`src/rtl/irq_refresh_pkg.sv`:
```
package irq_refresh_pkg;

  typedef enum logic [2:0] {
    ACT_FETCH = 3'd0,
    ACT_NMI   = 3'd1,
    ACT_INT0  = 3'd2,
    ACT_INT1  = 3'd3,
    ACT_INT2  = 3'd4,
    ACT_STAY  = 3'd5
  } act_e;

  // Advance the low bits of the refresh register by n, keep the top bit.
  function automatic logic [7:0] refresh_bump(input logic [7:0] r, input logic [1:0] n);
    logic [6:0] low;
    low = r[6:0] + {5'd0, n};
    return {r[7], low};
  endfunction

  // Map a dispatch mode to its action code.
  function automatic act_e mode_to_act(input logic [1:0] m);
    act_e a;
    case (m)
      2'd1:    a = ACT_INT1;
      2'd2:    a = ACT_INT2;
      default: a = ACT_INT0;
    endcase
    return a;
  endfunction

endpackage

```
`src/rtl/irq_enable_ctrl.sv`:
```
module irq_enable_ctrl #(
  parameter int EI_DELAY = 2,
  localparam int CW = $clog2(EI_DELAY + 1)
) (
  input  logic          clk,
  input  logic          rst_n,
  input  logic          boundary_i,
  input  logic          ei_i,
  input  logic          di_i,
  input  logic          ret_i,
  input  logic          take_nmi_i,
  input  logic          take_int_i,
  output logic          iff1_o,
  output logic          iff2_o,
  output logic          iff1_eff_o,
  output logic [CW-1:0] wait_o
);
  logic          iff1_q, iff2_q;
  logic [CW-1:0] wait_q;
  logic          expiring;

  assign expiring   = (wait_q == CW'(1));
  assign iff1_eff_o = iff1_q | expiring;

  always_ff @(posedge clk) begin
    if (!rst_n) begin
      iff1_q <= 1'b0;
      iff2_q <= 1'b0;
      wait_q <= '0;
    end else if (boundary_i) begin
      if (take_int_i)          wait_q <= '0;
      else if (wait_q != '0)   wait_q <= wait_q - CW'(1);
      if (take_nmi_i) begin
        iff2_q <= iff1_eff_o;
        iff1_q <= 1'b0;
      end else if (take_int_i) begin
        iff1_q <= 1'b0;
        iff2_q <= 1'b0;
      end else if (expiring) begin
        iff1_q <= 1'b1;
        iff2_q <= 1'b1;
      end
    end else if (di_i) begin
      iff1_q <= 1'b0;
      iff2_q <= 1'b0;
    end else if (ei_i) begin
      wait_q <= CW'(EI_DELAY);
    end else if (ret_i) begin
      iff1_q <= iff2_q;
    end
  end

  assign iff1_o = iff1_q;
  assign iff2_o = iff2_q;
  assign wait_o = wait_q;
endmodule

```
`src/rtl/nmi_edge_latch.sv`:
```
module nmi_edge_latch (
  input  logic clk,
  input  logic rst_n,
  input  logic nmi_i,
  input  logic take_i,
  output logic pend_o
);
  logic prev_q, pend_q, rise;

  assign rise = nmi_i & ~prev_q;

  always_ff @(posedge clk) begin
    if (!rst_n) begin
      prev_q <= 1'b0;
      pend_q <= 1'b0;
    end else begin
      prev_q <= nmi_i;
      pend_q <= (pend_q & ~take_i) | rise;
    end
  end

  assign pend_o = pend_q;
endmodule

```
`src/rtl/irq_decider.sv`:
```
module irq_decider
  import irq_refresh_pkg::*;
(
  input  logic       boundary_i,
  input  logic       nmi_pend_i,
  input  logic       iff1_eff_i,
  input  logic       int_i,
  input  logic       halted_i,
  input  logic [1:0] mode_i,
  output logic       take_nmi_o,
  output logic       take_int_o,
  output logic       stay_o,
  output act_e       act_o
);
  always_comb begin
    take_nmi_o = 1'b0;
    take_int_o = 1'b0;
    stay_o     = 1'b0;
    act_o      = ACT_FETCH;
    if (boundary_i) begin
      if (nmi_pend_i) begin
        take_nmi_o = 1'b1;
        act_o      = ACT_NMI;
      end else if (iff1_eff_i && int_i) begin
        take_int_o = 1'b1;
        act_o      = mode_to_act(mode_i);
      end else if (halted_i) begin
        stay_o = 1'b1;
        act_o  = ACT_STAY;
      end
    end
  end
endmodule

```
`src/rtl/refresh_counter.sv`:
```
module refresh_counter
  import irq_refresh_pkg::*;
#(
  parameter int RW = 8
) (
  input  logic          clk,
  input  logic          rst_n,
  input  logic          load_i,
  input  logic [RW-1:0] load_val_i,
  input  logic [1:0]    n_inc_i,
  output logic [RW-1:0] r_o
);
  logic [RW-1:0] r_q;

  always_ff @(posedge clk) begin
    if (!rst_n)            r_q <= '0;
    else if (load_i)       r_q <= load_val_i;
    else if (n_inc_i != 0) r_q <= refresh_bump(r_q, n_inc_i);
  end

  assign r_o = r_q;
endmodule

```
`src/rtl/cpu_irq_refresh.sv`:
```
module cpu_irq_refresh
  import irq_refresh_pkg::*;
#(
  parameter int EI_DELAY = 2,
  parameter int DW       = 8,
  localparam int CW      = $clog2(EI_DELAY + 1)
) (
  input  logic          clk,
  input  logic          rst_n,
  input  logic          boundary_i,
  input  logic          ei_i,
  input  logic          di_i,
  input  logic          reti_i,
  input  logic          retn_i,
  input  logic          mode_set_i,
  input  logic [1:0]    mode_i,
  input  logic          nmi_i,
  input  logic          int_i,
  input  logic          halt_i,
  input  logic          op_fetch_i,
  input  logic          prefix_fetch_i,
  input  logic          prefix_second_i,
  input  logic          r_load_i,
  input  logic [DW-1:0] r_data_i,
  input  logic [DW-1:0] db_i,
  output logic [2:0]    act_o,
  output logic          act_vld_o,
  output logic          iff1_o,
  output logic          iff2_o,
  output logic [CW-1:0] ei_wait_o,
  output logic [1:0]    mode_o,
  output logic          halted_o,
  output logic          nmi_pend_o,
  output logic [DW-1:0] r_o,
  output logic [DW-1:0] db_o
);
  // named internal events
  logic       take_nmi, take_int, stay, iff1_eff, accept;
  act_e       act_now;
  logic [1:0] mode_q;
  logic       halted_q;
  logic [2:0] act_q;
  logic       act_vld_q;
  logic [1:0] n_inc;

  nmi_edge_latch u_nmi (
    .clk(clk), .rst_n(rst_n), .nmi_i(nmi_i), .take_i(take_nmi), .pend_o(nmi_pend_o)
  );

  irq_enable_ctrl #(.EI_DELAY(EI_DELAY)) u_en (
    .clk(clk), .rst_n(rst_n), .boundary_i(boundary_i), .ei_i(ei_i), .di_i(di_i),
    .ret_i(reti_i | retn_i), .take_nmi_i(take_nmi), .take_int_i(take_int),
    .iff1_o(iff1_o), .iff2_o(iff2_o), .iff1_eff_o(iff1_eff), .wait_o(ei_wait_o)
  );

  irq_decider u_dec (
    .boundary_i(boundary_i), .nmi_pend_i(nmi_pend_o), .iff1_eff_i(iff1_eff),
    .int_i(int_i), .halted_i(halted_q), .mode_i(mode_q),
    .take_nmi_o(take_nmi), .take_int_o(take_int), .stay_o(stay), .act_o(act_now)
  );

  assign accept = take_nmi | take_int;
  assign n_inc  = 2'({1'b0, op_fetch_i})
                + 2'({1'b0, prefix_fetch_i & ~prefix_second_i})
                + 2'({1'b0, accept | stay});

  refresh_counter #(.RW(DW)) u_ref (
    .clk(clk), .rst_n(rst_n), .load_i(r_load_i), .load_val_i(r_data_i),
    .n_inc_i(n_inc), .r_o(r_o)
  );

  always_ff @(posedge clk) begin
    if (!rst_n) begin
      mode_q    <= 2'd0;
      halted_q  <= 1'b0;
      act_q     <= ACT_FETCH;
      act_vld_q <= 1'b0;
    end else begin
      if (mode_set_i && mode_i != 2'd3) mode_q <= mode_i;
      if (accept)      halted_q <= 1'b0;
      else if (halt_i) halted_q <= 1'b1;
      act_vld_q <= boundary_i;
      if (boundary_i) act_q <= act_now;
    end
  end

  assign mode_o    = mode_q;
  assign halted_o  = halted_q;
  assign act_o     = act_q;
  assign act_vld_o = act_vld_q;
  assign db_o      = halted_q ? {DW{1'b1}} : db_i;
endmodule

```
`config.mk`:
```
export PLATFORM = sky130hd
export DESIGN_NAME = cpu_irq_refresh
export DESIGN_NICKNAME = d
export VERILOG_FILES = /design/src/rtl/irq_refresh_pkg.sv /design/src/rtl/irq_enable_ctrl.sv /design/src/rtl/nmi_edge_latch.sv /design/src/rtl/irq_decider.sv /design/src/rtl/refresh_counter.sv /design/src/rtl/cpu_irq_refresh.sv
export SDC_FILE = /design/constraint.sdc
export NUM_CORES = 1
export LEC_CHECK = 0
export ABC_AREA = 1
export BUFFER_PORTS_ARGS = -buffer_cell sky130_fd_sc_hd__buf_2
export CAP_MARGIN = 20
export CORE_ASPECT_RATIO = 0.5
export CORE_MARGIN = 4
export CORE_UTILIZATION = 52
export CTS_BUF_LIST = sky130_fd_sc_hd__clkbuf_4 sky130_fd_sc_hd__clkbuf_8
export DETAILED_ROUTE_END_ITERATION = 16
export GPL_TIMING_DRIVEN = 0
export PLACE_DENSITY = 0.95
export RECOVER_POWER = 100
export SETUP_SLACK_MARGIN = 0.15
export SLEW_MARGIN = 10
export SYNTH_ARGS = -nofsm -noshare
export SYNTH_HDL_FRONTEND = slang
export SYNTH_HIERARCHICAL = 1
export SYNTH_SLANG_ARGS = --single-unit
```
`constraint.sdc`:
```
create_clock -name clk -period 5.73 [get_ports clk]
set_clock_uncertainty 0.2 [all_clocks]
set_input_delay 0.2865 -clock clk [delete_from_list [all_inputs] [get_ports clk]]
set_output_delay 0.2865 -clock clk [all_outputs]
set_load 0.05 [all_outputs]
```
==> results.txt, run 1 <==
----------------------------------------------------
[Status]
  Result of the run ... completed

[Finish]
  Highest-count cells in the layout ignoring fill and taps ... 48 x sky130_fd_sc_hd__nand2_1, 37 x sky130_fd_sc_hd__nor2_1, 32 x sky130_fd_sc_hd__inv_1
  Number of diodes ... 0
  Layout Nets ... 310
  Most common cell after layout, fill and taps aside ... sky130_fd_sc_hd__nand2_1
  Share of layout cells above drive strength 1 ... 0.200
  Number of standard cells in the final layout excluding fillers ... 305
  Area Growth Syn to Fin ... 24.7%

[Detailed routing]
  Detailed-route via count ... 1419
  Top routing layer in use ... met3
  Final Routed Wirelength ... 3.35 mm
  Final ANT Viol Nets ... 0
  Remaining routing DRC violations ... 0
  Mean routed wirelength per cell ... 11.0 um
  Wl on met1 ... 1.42 mm
  1st-pass router iterations ... 4
  DR WL met2 ... 1.77 mm
  Met3 wirelength from detailed routing ... 165 um
  First DRT Iteration DRCs ... 34
  Drt via density ... 4.65

[Placed design]
  Port bufs ... 59
  Placer Congestion ... 0.820
  Post-detail-place hpwl ... 2.62 mm
  Cell Count Post-Placement ... 301
  Setup slack at placement ... 2.33 ns

[Logic synthesis]
  Commonest register cell after synthesis ... sky130_fd_sc_hd__dfxtp_1
  Part of the Yosys area used for sequential elements ... 0.311
  Share of async-settable or async-resettable flops after synthesis ... 0
  Post-synthesis net count ... 246
  Number of flops mapped to enable cells by yosys ... 0
  YS warnings ... 6
  Mean post-synth cell area ... 6.54 um2
  Count of mapped cells out of synthesis ... 207
  Register bit count reported by yosys ... 21
  Mapped Area ... 0.00135 mm2
  Unique masters post-synth ... 26

[Clock network]
  CTS root buf ... sky130_fd_sc_hd__clkbuf_8
  Inserted Clock Buffers ... 3
  Maximum root-to-sink buffer count ... 2
  Clock edge transition at the registers on the reported setup and hold paths ... 0.08 ns
  Clk sink count ... 21
  Count of instances resized after the clock tree is built ... 0
  Hold bufs inserted after CTS ... 0
  TritonCTS clock tree ... yes
  Clock insertion delay at the later pin of the skew report ... 0.26 ns
  # Post-CTS Setup Buffers ... 0
  Maximum level of the CTS H-tree ... 1

[Floorplanning]
  Std-Cell Core Area ... 0.00234 mm2
  Number of top-level pins ... 61
  Horizontal die dimension ... 80.2 um
  Die Y-Extent ... 44.1 um
  Starting utilization of the core area ... 0.578
  Full die area ... 0.00353 mm2
  Number of placement rows ... 12

[Global route]
  Final global-route overflow total ... 0
  Overall track demand over capacity in global routing ... 0.197
  Number of antenna violations at the first check in global routing ... 0
  Number of global-route vias before repair ... 1294
  Largest net degree at the start of global routing ... 18
  Wire length of the first global-routing pass ... 5.53 mm

[Timing]
  F_max ... 0.282 GHz
  Setup TNS Final ... 0 ns
  Final setup violation count ... 0
  Hold violation count in the final report ... 0
  Final number of max-transition violations ... 0
  Slew at the pin with the worst max-slew slack ... 0.662 ns
  Post-route minimum period ... 3.55 ns
  Min setup slack post-route ... 2.18 ns
  Part of the cycle the worst path needs ... 0.619
  Setup repair after global routing missed its margin ... no
  Worst slew slack as a fraction of its limit ... 0.559

[Critical path]
  Kind of start point of the critical path ... flip-flop
  Cell with the biggest individual delay on the critical path ... sky130_fd_sc_hd__fa_1
  Crit path max fanout ... 6
  Worst Setup Path Type ... reg -> reg
  Startpoint of the worst setup timing path ... u_en/wait_o[1]
  Worst-path cell chain ... inv_1, ha_1, nor2_1, inv_1, nand2_1, nor2_1, nor3_1, fa_1, inv_1, ha_1, inv_1, fa_1, nor2_1, nand2_1, nand2_1, nand3_1, nand2_1, a21oi_2
  R2R Setup Slk ... 2.18 ns
  Type of destination of the critical path ... flip-flop
  Data required, critical path ... 5.68 ns
  Critical Path AT ... 3.50 ns
  Critical Path Max Stage Delay ... 0.47 ns
  Beginning of the worst register-to-register path ... u_en/wait_o[1]

[Power]
  Total Power Consumption ... 0.446 mW
  Power Density ... 264 mW/mm2
  Worst supply voltage drop on vdd ... 0.126 mV
  Leakage power ... 0.838 nW

[Worst hold path]
  Beginning of the worst hold path ... nmi_i
  Worst hold path type ... in -> reg

[Flow run]
  Max-cap violation count ... 0

----------------------------------------------------
-- routing by layer --
metal,vias to the layer above,track usage
li1,758,-
met5,-,0
met1,622,0.217
met3,0,0.0467
met2,39,0.395
met4,0,0.0337
-- where the power goes --
group | switching, mW | internal [mW]
Combinational | 0.126 | 0.0459
Clock | 0.0481 | 0.0542
Sequential | 0.0123 | 0.159
Total | 0.186 | 0.260
-- sequential cells by signal (all words and copies together) (netlist names), 2 cells and up --
register     flops
act_o            3
mode_o           2
u_en/wait_o      2
u_ref/r_o        8
-- critical path, delay by kind of cell, from the launching register on --
| kind | cells | cell delay [ns] |
|---|---|---|
| adders and majority gates | 4 | 1.31 |
| and+or+nand+nor | 9 | 1.23 |
| DFF | 1 | 0.35 |
| buffers and inverters | 4 | 0.29 |
| AOI/OAI and AO/OA | 1 | 0.05 |
-- cells by family after synthesis --
family,after synthesis,synth area share
simple gates,117,0.395
buf+inv,38,0.118
compound gates,25,0.110
flops,21,0.311
fa+ha+maj,6,0.0665
-- path summary, 6_finish.rpt --
path	end	cells after the start
worst max-delay path	u_ref/r_o[6]	18
worst min register to register	u_nmi/pend_o	3
worst max register to register	u_ref/r_o[6]	18
worst min-delay path	u_nmi/prev_q	3
-- cell type report --
type / instances / area [um2]
plain buffers: 2 / 22.5
clock buffers: 4 / 48.8
fillers: 217 / 654
inverters: 36 / 138
multi-input cells: 148 / 756
flip-flops and latches: 21 / 420
well taps: 35 / 43.8
repair buffers: 59 / 259
-- stage by stage --
step                      hold slack (ns)   util  area [um2]
final                              0.0184  0.721        1690
after global routing               0.0279  0.721        1690
after CTS                          0.0135  0.744        1740
after detailed placement            0.269  0.723        1690
after global placement              0.245  0.723        1690
after floorplan                     0.180      -        1350
-- cells in the mapped netlist (3+ instances only) --
master / instances / area [um2]
sky130_fd_sc_hd__nor2_2: 3 / 18.8
sky130_fd_sc_hd__a21oi_1: 8 / 40.0
sky130_fd_sc_hd__inv_2: 3 / 11.3
sky130_fd_sc_hd__a21oi_2: 4 / 35.0
sky130_fd_sc_hd__ha_1: 4 / 50.1
sky130_fd_sc_hd__nand2_2: 7 / 43.8
sky130_fd_sc_hd__nor2_1: 36 / 135
sky130_fd_sc_hd__or2_1: 8 / 50.1
sky130_fd_sc_hd__o21ai_0: 7 / 35.0
sky130_fd_sc_hd__dfxtp_1: 21 / 420
sky130_fd_sc_hd__nand2_1: 44 / 165
sky130_fd_sc_hd__nand3_1: 11 / 55.1
sky130_fd_sc_hd__inv_1: 32 / 120
(Power assumes the default switching activity.)
==> run 2, diff against run 1 <==
--- a/config.mk
+++ b/config.mk
@@ -10,11 +10,11 @@
 export CAP_MARGIN = 20
 export CORE_ASPECT_RATIO = 0.5
 export CORE_MARGIN = 4
-export CORE_UTILIZATION = 52
+export CORE_UTILIZATION = 44
 export CTS_BUF_LIST = sky130_fd_sc_hd__clkbuf_4 sky130_fd_sc_hd__clkbuf_8
 export DETAILED_ROUTE_END_ITERATION = 16
 export GPL_TIMING_DRIVEN = 0
-export PLACE_DENSITY = 0.95
+export PLACE_DENSITY = 0.87
 export RECOVER_POWER = 100
 export SETUP_SLACK_MARGIN = 0.15
 export SLEW_MARGIN = 10
==> constraint.sdc (replaced) <==
create_clock -name clk -period 2.97 [get_ports clk]
set_clock_uncertainty 0.2 [all_clocks]
set_input_delay 0.1485 -clock clk [delete_from_list [all_inputs] [get_ports clk]]
set_output_delay 0.1485 -clock clk [all_outputs]
set_load 0.05 [all_outputs]
==> run 2 against run 1 <==
Effect of this change:
- the flow now finishes with violations (setup timing)
- utilization decreased by 2.6 points
- critical endpoint is now u_ref/r_o[1]
- flip-flop and latch count unchanged
- count of clock-buffer cells in the layout decreased by 1
- hold slack got worse by 0.0056 ns
- cell count increased by 5.2%
- total power increased by 110%
==> results.txt, run 2 (synthesis gave the netlist of run 1 again) <==
----------------------------------------------------
[Critical path]
  Crit path max fanout ... 3 (was 6)
  Worst-path cell chain ... inv_4, ha_4, nor2_4, inv_2, nand2_4, inv_2, nor3_2, nor3_2, fa_1, inv_2, ha_4, inv_2, fa_2, o21ai_1, nor2_1, a211oi_1 (was inv_1, ha_1, nor2_1, inv_1, nand2_1, nor2_1, nor3_1, fa_1, inv_1, ha_1, inv_1, fa_1, nor2_1, nand2_1, nand2_1, nand3_1, nand2_1, a21oi_2)
  Kind of start point of the critical path ... flip-flop (unchanged)
  Critical Path Max Stage Delay ... 0.57 ns (was 0.47 ns)
  Type of destination of the critical path ... flip-flop (unchanged)
  Worst Setup Path Type ... reg -> reg (unchanged)
  Cell with the biggest individual delay on the critical path ... sky130_fd_sc_hd__fa_1 (unchanged)
  Data required, critical path ... 2.95 ns (was 5.68 ns)
  Most prevalent standard cell on the critical path ... sky130_fd_sc_hd__inv_2
  Critical Path AT ... 3.01 ns (was 3.50 ns)

[Detailed routing]
  Remaining routing DRC violations ... 0 (unchanged)
  Final Routed Wirelength ... 3.88 mm (was 3.35 mm)
  Mean routed wirelength per cell ... 12.1 um (was 11.0 um)
  First DRT Iteration DRCs ... 73 (was 34)
  Detailed-route via count ... 1565 (was 1419)
  Final ANT Viol Nets ... 0 (unchanged)
  1st-pass router iterations ... 4 (unchanged)
  Drt via density ... 4.88 (was 4.65)

[Timing]
  Part of the cycle the worst path needs ... 1.02 (was 0.619)
  Post-route minimum period ... 3.03 ns (was 3.55 ns)
  F_max ... 0.331 GHz (was 0.282 GHz)
  Final setup violation count ... 3 (was 0)
  Final number of max-transition violations ... 0 (unchanged)
  Final worst hold slack ... 0.0128 ns (was 0.0184 ns)
  Hold violation count in the final report ... 0 (unchanged)
  Min setup slack post-route ... -0.0554 ns (was 2.18 ns)
  Worst slew slack as a fraction of its limit ... 0.597 (was 0.559)
  Setup repair after global routing missed its margin ... yes (was no)
  Slew at the pin with the worst max-slew slack ... 0.607 ns (was 0.662 ns)
  Setup TNS Final ... -0.106 ns (was 0 ns)

[Finish]
  Most common cell after layout, fill and taps aside ... sky130_fd_sc_hd__nand2_1 (unchanged)
  Storage cell area ... 429 um2 (was 420 um2)
  Area Growth Syn to Fin ... 42.0% (was 24.7%)
  Filler cells ... 241 (was 217)
  Largest register FFs ... 8 (unchanged)
  Highest-count cells in the layout ignoring fill and taps ... 44 x sky130_fd_sc_hd__nand2_1, 43 x sky130_fd_sc_hd__buf_2, 32 x sky130_fd_sc_hd__nor2_1 (was 48 x sky130_fd_sc_hd__nand2_1, 37 x sky130_fd_sc_hd__nor2_1, 32 x sky130_fd_sc_hd__inv_1)
  Layout Nets ... 324 (was 310)
  Post-Layout Inst Area ... 0.00192 mm2 (was 0.00169 mm2)
  Number of diodes ... 0 (unchanged)
  Share of layout cells above drive strength 1 ... 0.327 (was 0.200)
  Area used by multi-input combinational logic ... 835 um2 (was 756 um2)

[Global route]
  Final global-route overflow total ... 0 (unchanged)
  Largest net degree at the start of global routing ... 18 (unchanged)
  Overall track demand over capacity in global routing ... 0.196 (was 0.197)
  Number of antenna violations at the first check in global routing ... 0 (unchanged)
  Wire length of the first global-routing pass ... 6.20 mm (was 5.53 mm)
  Number of global-route vias before repair ... 1476 (was 1294)

[Floorplanning]
  Horizontal die dimension ... 86.4 um (was 80.2 um)
  Full die area ... 0.00408 mm2 (was 0.00353 mm2)
  Number of placement rows ... 13 (was 12)
  Starting utilization of the core area ... 0.490 (was 0.578)
  Std-Cell Core Area ... 0.00277 mm2 (was 0.00234 mm2)
  Number of top-level pins ... 61 (unchanged)
  Die Y-Extent ... 47.2 um (was 44.1 um)

[Power]
  Comb pwr share ... 0.422 (was 0.385)
  Share of total power in the clock network ... 0.212 (was 0.230)
  Internal cell power ... 0.525 mW (was 0.260 mW)
  Sw Ratio ... 0.428 (was 0.417)
  Share of power burned in registers ... 0.366 (was 0.385)
  Worst supply voltage drop on vdd ... 0.236 mV (was 0.126 mV)
  Power Density ... 478 mW/mm2 (was 264 mW/mm2)
  Leakage power ... 0.949 nW (was 0.838 nW)
  Power dissipated by switching net loads ... 0.393 mW (was 0.186 mW)
  Total Power Consumption ... 0.918 mW (was 0.446 mW)

[Flow run]
  Max-cap violation count ... 0 (unchanged)

[Status]
  Result of the run ... finished with violations (was completed)
  Failing checks ... setup timing

[Clock network]
  Inserted Clock Buffers ... 3 (unchanged)
  TritonCTS clock tree ... yes (unchanged)
  Clock insertion delay at the later pin of the skew report ... 0.27 ns (was 0.26 ns)
  Clock edge transition at the registers on the reported setup and hold paths ... 0.08 ns (about the same)
  Clk sink count ... 21 (unchanged)
  CTS root buf ... sky130_fd_sc_hd__clkbuf_8 (unchanged)
  Maximum root-to-sink buffer count ... 2 (unchanged)
  Maximum level of the CTS H-tree ... 1 (unchanged)

[Placed design]
  Setup slack at placement ... -0.0913 ns (was 2.33 ns)
  Placer Congestion ... 0.820 (about the same)
  Post-detail-place hpwl ... 2.83 mm (was 2.62 mm)
  Placed standard-cell area ... 0.00173 mm2 (was 0.00169 mm2)
  Port bufs ... 59 (unchanged)

[Worst hold path]
  Worst hold path type ... in -> reg (unchanged)

----------------------------------------------------
-- run 2: cell count changes in the layout (fill, tap and decap cells not counted), sizes merged --
cell	previous run	this run
buf	32	50
clkinv	0	1
dlygate4sd3	0	9
clkbuf	33	19
-- run 2: stage by stage --
step | util | cells
floorplan | - | 207
global placement | 0.626 | 303
detailed placement | 0.626 | 303
CTS | 0.687 | 318
global route | 0.695 | 321
finish | 0.695 | 321
-- run 2: worst paths after layout --
kind | slack, ns | start | cells after the start | to
hold / removal | 0.01 | mode_i[1] | 4 | mode_o[0]
setup reg to reg | -0.06 | u_en/wait_o[1] | 16 | u_ref/r_o[1]
setup / recovery | -0.06 | u_en/wait_o[1] | 16 | u_ref/r_o[1]
hold reg to reg | 0.29 | u_nmi/prev_q | 3 | u_nmi/pend_o
-- run 2: power groups by stage --
stage	Combinational, mW	Clock [mW]	Sequential (mW)
final	0.387	0.195	0.336
after global routing	0.417	0.216	0.341
after CTS	0.374	0.204	0.334
after detailed placement	0.354	0	0.339
after global placement	0.340	0	0.337
after floorplan	0.177	0	0.424
-- run 2: per-layer routing --
metal / GRT usage / vias to the layer above / wire length [um]
li1: - / 788 / -
met1: 0.190 / 721 / 1530
met5: 0 / - / 0
met2: 0.406 / 46 / 2090
met3: 0.0508 / 10 / 174
met4: 0.0963 / 0 / 93
-- run 2: final cells by class --
type	instances	share of cell area
Multi-Input combinational cell	148	0.434
Sequential cell	21	0.223
Timing Repair Buffer	73	0.210
Inverter	36	0.0729
Tap cell	37	0.0241
Clock buffer	3	0.0215
Buffer	2	0.0117
Clock inverter	1	0.00260
-- run 2: repair_timing --
action | CTS | global route
gates resized for setup | 5 | 5
endpoints found under the hold margin | 7 | 0
pin swaps | 11 | 10
endpoints found under the setup margin | 4 | 4
setup buffers | 2 | 3
hold buffers | 9 | 0
-- run 2: worst max-delay path: cells and delay by family (launching register included) --
kind	cells	cell delay, ns
DFF	1	0.38
AOI/OAI and AO/OA	2	0.30
buffers and inverters	5	0.26
adders and majority gates	4	1.33
and+or+nand+nor	5	0.48
==> run 3, diff against run 2 <==
--- a/config.mk
+++ b/config.mk
@@ -10,15 +10,14 @@
 export CAP_MARGIN = 20
 export CORE_ASPECT_RATIO = 0.5
 export CORE_MARGIN = 4
-export CORE_UTILIZATION = 44
+export CORE_UTILIZATION = 42
 export CTS_BUF_LIST = sky130_fd_sc_hd__clkbuf_4 sky130_fd_sc_hd__clkbuf_8
 export DETAILED_ROUTE_END_ITERATION = 16
 export GPL_TIMING_DRIVEN = 0
-export PLACE_DENSITY = 0.87
+export PLACE_DENSITY = 0.85
 export RECOVER_POWER = 100
 export SETUP_SLACK_MARGIN = 0.15
 export SLEW_MARGIN = 10
 export SYNTH_ARGS = -nofsm -noshare
 export SYNTH_HDL_FRONTEND = slang
-export SYNTH_HIERARCHICAL = 1
 export SYNTH_SLANG_ARGS = --single-unit
==> run 3 against run 2 <==
Effect of this change:
- the flow now finishes without violations
- sequential share of layout area up 0.41 points
- non-clock buffer count up 13
- cell count down 6.5%
- area after synthesis down 9.2%
- global-route usage down 0.71 points
==> results.txt, run 3 <==
----------------------------------------------------
[Clock network]
  CTS root buf ... sky130_fd_sc_hd__clkbuf_8 (unchanged)
  Inserted Clock Buffers ... 3 (unchanged)
  TritonCTS clock tree ... yes (unchanged)
  Clock insertion delay at the later pin of the skew report ... 0.26 ns (was 0.27 ns)
  Maximum root-to-sink buffer count ... 2 (unchanged)
  Clock edge transition at the registers on the reported setup and hold paths ... 0.08 ns (about the same)
  Clk sink count ... 21 (unchanged)
  Maximum level of the CTS H-tree ... 1 (unchanged)

[Critical path]
  Family with the most delay on the worst path ... adder cells (unchanged)
  Worst Setup Path Type ... reg -> reg (unchanged)
  CP bufs+invs ... 3 (was 5)
  Critical Path Max Stage Delay ... 0.59 ns (was 0.57 ns)
  Cell with the biggest individual delay on the critical path ... sky130_fd_sc_hd__fa_2 (was sky130_fd_sc_hd__fa_1)
  Worst-path cell chain ... inv_4, ha_4, o21ai_4, nor2_4, inv_2, nand2_4, a31oi_4, fa_2, inv_2, ha_4, fa_2, or2_2, nand3_1, a31oi_1 (was inv_4, ha_4, nor2_4, inv_2, nand2_4, inv_2, nor3_2, nor3_2, fa_1, inv_2, ha_4, inv_2, fa_2, o21ai_1, nor2_1, a211oi_1)
  R2R Setup Slk ... 0.08 ns (was -0.06 ns)
  Kind of start point of the critical path ... flip-flop (unchanged)
  Crit path max fanout ... 5 (was 3)
  Data required, critical path ... 2.92 ns (was 2.95 ns)
  Type of destination of the critical path ... flip-flop (unchanged)
  Critical Path AT ... 2.84 ns (was 3.01 ns)

[Logic synthesis]
  Share of the synthesized area in the top cell type ... 0.342 (was 0.311)
  Post-synthesis net count ... 213 (was 246)
  Cell accounting for the most synthesized area ... sky130_fd_sc_hd__dfxtp_1 (unchanged)
  Most used standard cell by instance count after synthesis ... sky130_fd_sc_hd__nand2_1 (unchanged)
  Top cells by area in the synthesized netlist ... sky130_fd_sc_hd__dfxtp_1 34%, sky130_fd_sc_hd__nand2_1 12%, sky130_fd_sc_hd__nor2_1 7.3%, sky130_fd_sc_hd__inv_1 6.1%, sky130_fd_sc_hd__nand3_1 4.9% (was sky130_fd_sc_hd__dfxtp_1 31%, sky130_fd_sc_hd__nand2_1 12%, sky130_fd_sc_hd__nor2_1 10%, sky130_fd_sc_hd__inv_1 8.9%, sky130_fd_sc_hd__nand3_1 4.1%)
  Count of mapped cells out of synthesis ... 174 (was 207)
  Commonest register cell after synthesis ... sky130_fd_sc_hd__dfxtp_1 (unchanged)
  Mean post-synth cell area ... 7.06 um2 (was 6.54 um2)
  Register bit count reported by yosys ... 21 (unchanged)
  Mapped Area ... 0.00123 mm2 (was 0.00135 mm2)
  Part of the Yosys area used for sequential elements ... 0.342 (was 0.311)
  YS warnings ... 0 (was 6)
  Share of async-settable or async-resettable flops after synthesis ... 0 (unchanged)
  Number of flops mapped to enable cells by yosys ... 0 (unchanged)
  Unique masters post-synth ... 30 (was 26)
  Leading post-synthesis cells by instance count ... 38 x sky130_fd_sc_hd__nand2_1, 24 x sky130_fd_sc_hd__nor2_1, 21 x sky130_fd_sc_hd__dfxtp_1 (was 44 x sky130_fd_sc_hd__nand2_1, 36 x sky130_fd_sc_hd__nor2_1, 32 x sky130_fd_sc_hd__inv_1)

[Global route]
  Wire length of the first global-routing pass ... 5.94 mm (was 6.20 mm)
  Number of antenna violations at the first check in global routing ... 0 (unchanged)
  Number of global-route vias before repair ... 1327 (was 1476)
  Overall track demand over capacity in global routing ... 0.189 (was 0.196)
  Final global-route overflow total ... 0 (unchanged)
  Largest net degree at the start of global routing ... 13 (was 18)

[Floorplanning]
  Number of top-level pins ... 61 (unchanged)
  Std-Cell Core Area ... 0.00268 mm2 (was 0.00277 mm2)
  Full die area ... 0.00391 mm2 (was 0.00408 mm2)
  Number of placement rows ... 13 (unchanged)
  Starting utilization of the core area ... 0.458 (was 0.490)
  Die Y-Extent ... 46.2 um (was 47.2 um)
  Horizontal die dimension ... 84.5 um (was 86.4 um)

[Placed design]
  Post-detail-place hpwl ... 2.46 mm (was 2.83 mm)
  Setup slack at placement ... 0.0148 ns (was -0.0913 ns)
  Cell Count Post-Placement ... 270 (was 303)
  Port bufs ... 59 (unchanged)
  Placer Congestion ... 0.805 (was 0.820)

[Timing]
  Post-route minimum period ... 2.89 ns (was 3.03 ns)
  Hold violation count in the final report ... 0 (unchanged)
  Min setup slack post-route ... 0.0818 ns (was -0.0554 ns)
  F_max ... 0.346 GHz (was 0.331 GHz)
  Final worst hold slack ... 0.0191 ns (was 0.0128 ns)
  Setup repair after global routing missed its margin ... yes (unchanged)
  Part of the cycle the worst path needs ... 0.972 (was 1.02)
  Worst slew slack as a fraction of its limit ... 0.581 (was 0.597)
  Slew at the pin with the worst max-slew slack ... 0.632 ns (was 0.607 ns)
  Final setup violation count ... 0 (was 3)
  Final number of max-transition violations ... 0 (unchanged)

[Finish]
  Number of diodes ... 0 (unchanged)
  Post-Route Utilization ... 0.707 (was 0.695)
  Storage cell area ... 432 um2 (was 429 um2)
  Most common cell after layout, fill and taps aside ... sky130_fd_sc_hd__buf_2 (was sky130_fd_sc_hd__nand2_1)
  Area Growth Syn to Fin ... 54.5% (was 42.0%)
  Layout Nets ... 303 (was 324)
  Filler cells ... 225 (was 241)
  Area used by multi-input combinational logic ... 769 um2 (was 835 um2)
  Largest register FFs ... 8 (unchanged)
  Number of standard cells in the final layout excluding fillers ... 300 (was 321)
  Highest-count cells in the layout ignoring fill and taps ... 40 x sky130_fd_sc_hd__buf_2, 36 x sky130_fd_sc_hd__nand2_1, 24 x sky130_fd_sc_hd__nor2_1 (was 44 x sky130_fd_sc_hd__nand2_1, 43 x sky130_fd_sc_hd__buf_2, 32 x sky130_fd_sc_hd__nor2_1)
  Share of layout cells above drive strength 1 ... 0.369 (was 0.327)

[Detailed routing]
  Mean routed wirelength per cell ... 13.1 um (was 12.1 um)
  1st-pass router iterations ... 4 (unchanged)
  First DRT Iteration DRCs ... 74 (was 73)
  Drt via density ... 4.87 (was 4.88)
  Final Routed Wirelength ... 3.92 mm (was 3.88 mm)
  Detailed-route via count ... 1462 (was 1565)
  Remaining routing DRC violations ... 0 (unchanged)
  Final ANT Viol Nets ... 0 (unchanged)

[Power]
  Total Power Consumption ... 0.906 mW (was 0.918 mW)
  Power Density ... 477 mW/mm2 (was 478 mW/mm2)
  Worst supply voltage drop on vdd ... 0.338 mV (was 0.236 mV)
  Leakage power ... 0.905 nW (was 0.949 nW)

[Flow run]
  Max-cap violation count ... 0 (unchanged)

[Worst hold path]
  Worst hold path type ... in -> reg (unchanged)

[Status]
  Result of the run ... completed (was finished with violations)

----------------------------------------------------
run 3: power by group:
| group | total (mW) | internal (mW) | leakage (nW) | switching (mW) |
|---|---|---|---|---|
| clock | 0.195 | 0.0937 | 0.0255 | 0.101 |
| sequential | 0.337 | 0.308 | 0.176 | 0.0288 |
| combinational | 0.374 | 0.129 | 0.703 | 0.244 |
| total | 0.906 | 0.531 | 0.905 | 0.374 |
run 3: worst paths after layout:
kind	startpoint	endpoint	depth (start not counted)
setup / recovery	u_en.wait_o[1]	u_ref.r_o[2]	14
hold / removal	di_i	u_en.iff2_o	4
setup reg to reg	u_en.wait_o[1]	u_ref.r_o[2]	14
hold reg to reg	u_nmi.prev_q	u_nmi.pend_o	1
run 3: worst reg2reg max path: stages, from the launching register on:
cell                      delay [ns]
sky130_fd_sc_hd__dfxtp_4        0.36
sky130_fd_sc_hd__inv_4          0.06
sky130_fd_sc_hd__ha_4           0.14
sky130_fd_sc_hd__o21ai_4        0.09
sky130_fd_sc_hd__nor2_4         0.14
sky130_fd_sc_hd__inv_2          0.06
sky130_fd_sc_hd__nand2_4        0.07
sky130_fd_sc_hd__a31oi_4        0.04
sky130_fd_sc_hd__fa_2           0.59
sky130_fd_sc_hd__inv_2          0.05
sky130_fd_sc_hd__ha_4           0.16
sky130_fd_sc_hd__fa_2           0.36
sky130_fd_sc_hd__or2_2          0.29
sky130_fd_sc_hd__nand3_1        0.09
sky130_fd_sc_hd__a31oi_1        0.07
run 3: layout make-up:
type,count,share of cell area
clock inverter,1,0.00264
buffer,3,0.00725
timing repair buffer,85,0.259
sequential,21,0.227
clock buffer,3,0.0218
multi-input combinational,125,0.405
inverter,25,0.0521
tap,37,0.0244
run 3: metal layers:
metal,part of all wire,GRT usage,up-vias
li1,-,-,732
met1,0.39,0.223,675
met2,0.55,0.367,49
met3,0.053,0.0393,6
met4,0.015,0.0379,0
met5,0,0,-
run 3: cell families (layout without fill, tap and decap cells):
kind of cell / after synthesis / in the layout / share of synthesized area
flops: 21 / 21 / 0.342
fa+ha+maj: 6 / 6 / 0.0733
buf+inv: 28 / 117 / 0.0896
xor+xnor: 1 / 1 / 0.00713
simple gates: 91 / 91 / 0.341
compound gates: 27 / 27 / 0.147
run 3: per-stage QoR:
stage                     setup TNS, ns  instance area (um2)
after floorplan                       0                 1270
after global placement                0                 1620
after detailed placement              0                 1620
after CTS                             0                 1850
after global routing            -0.0843                 1900
final                                 0                 1900
run 3: what timing repair did:
action / CTS / global route
setup endpoints to repair: 4 / 6
endpoints found under the hold margin: 11 / 0
gates resized for setup: 3 / 5
pin swaps: 8 / 8
hold buffers: 11 / 0
buffers inserted: 8 / 7
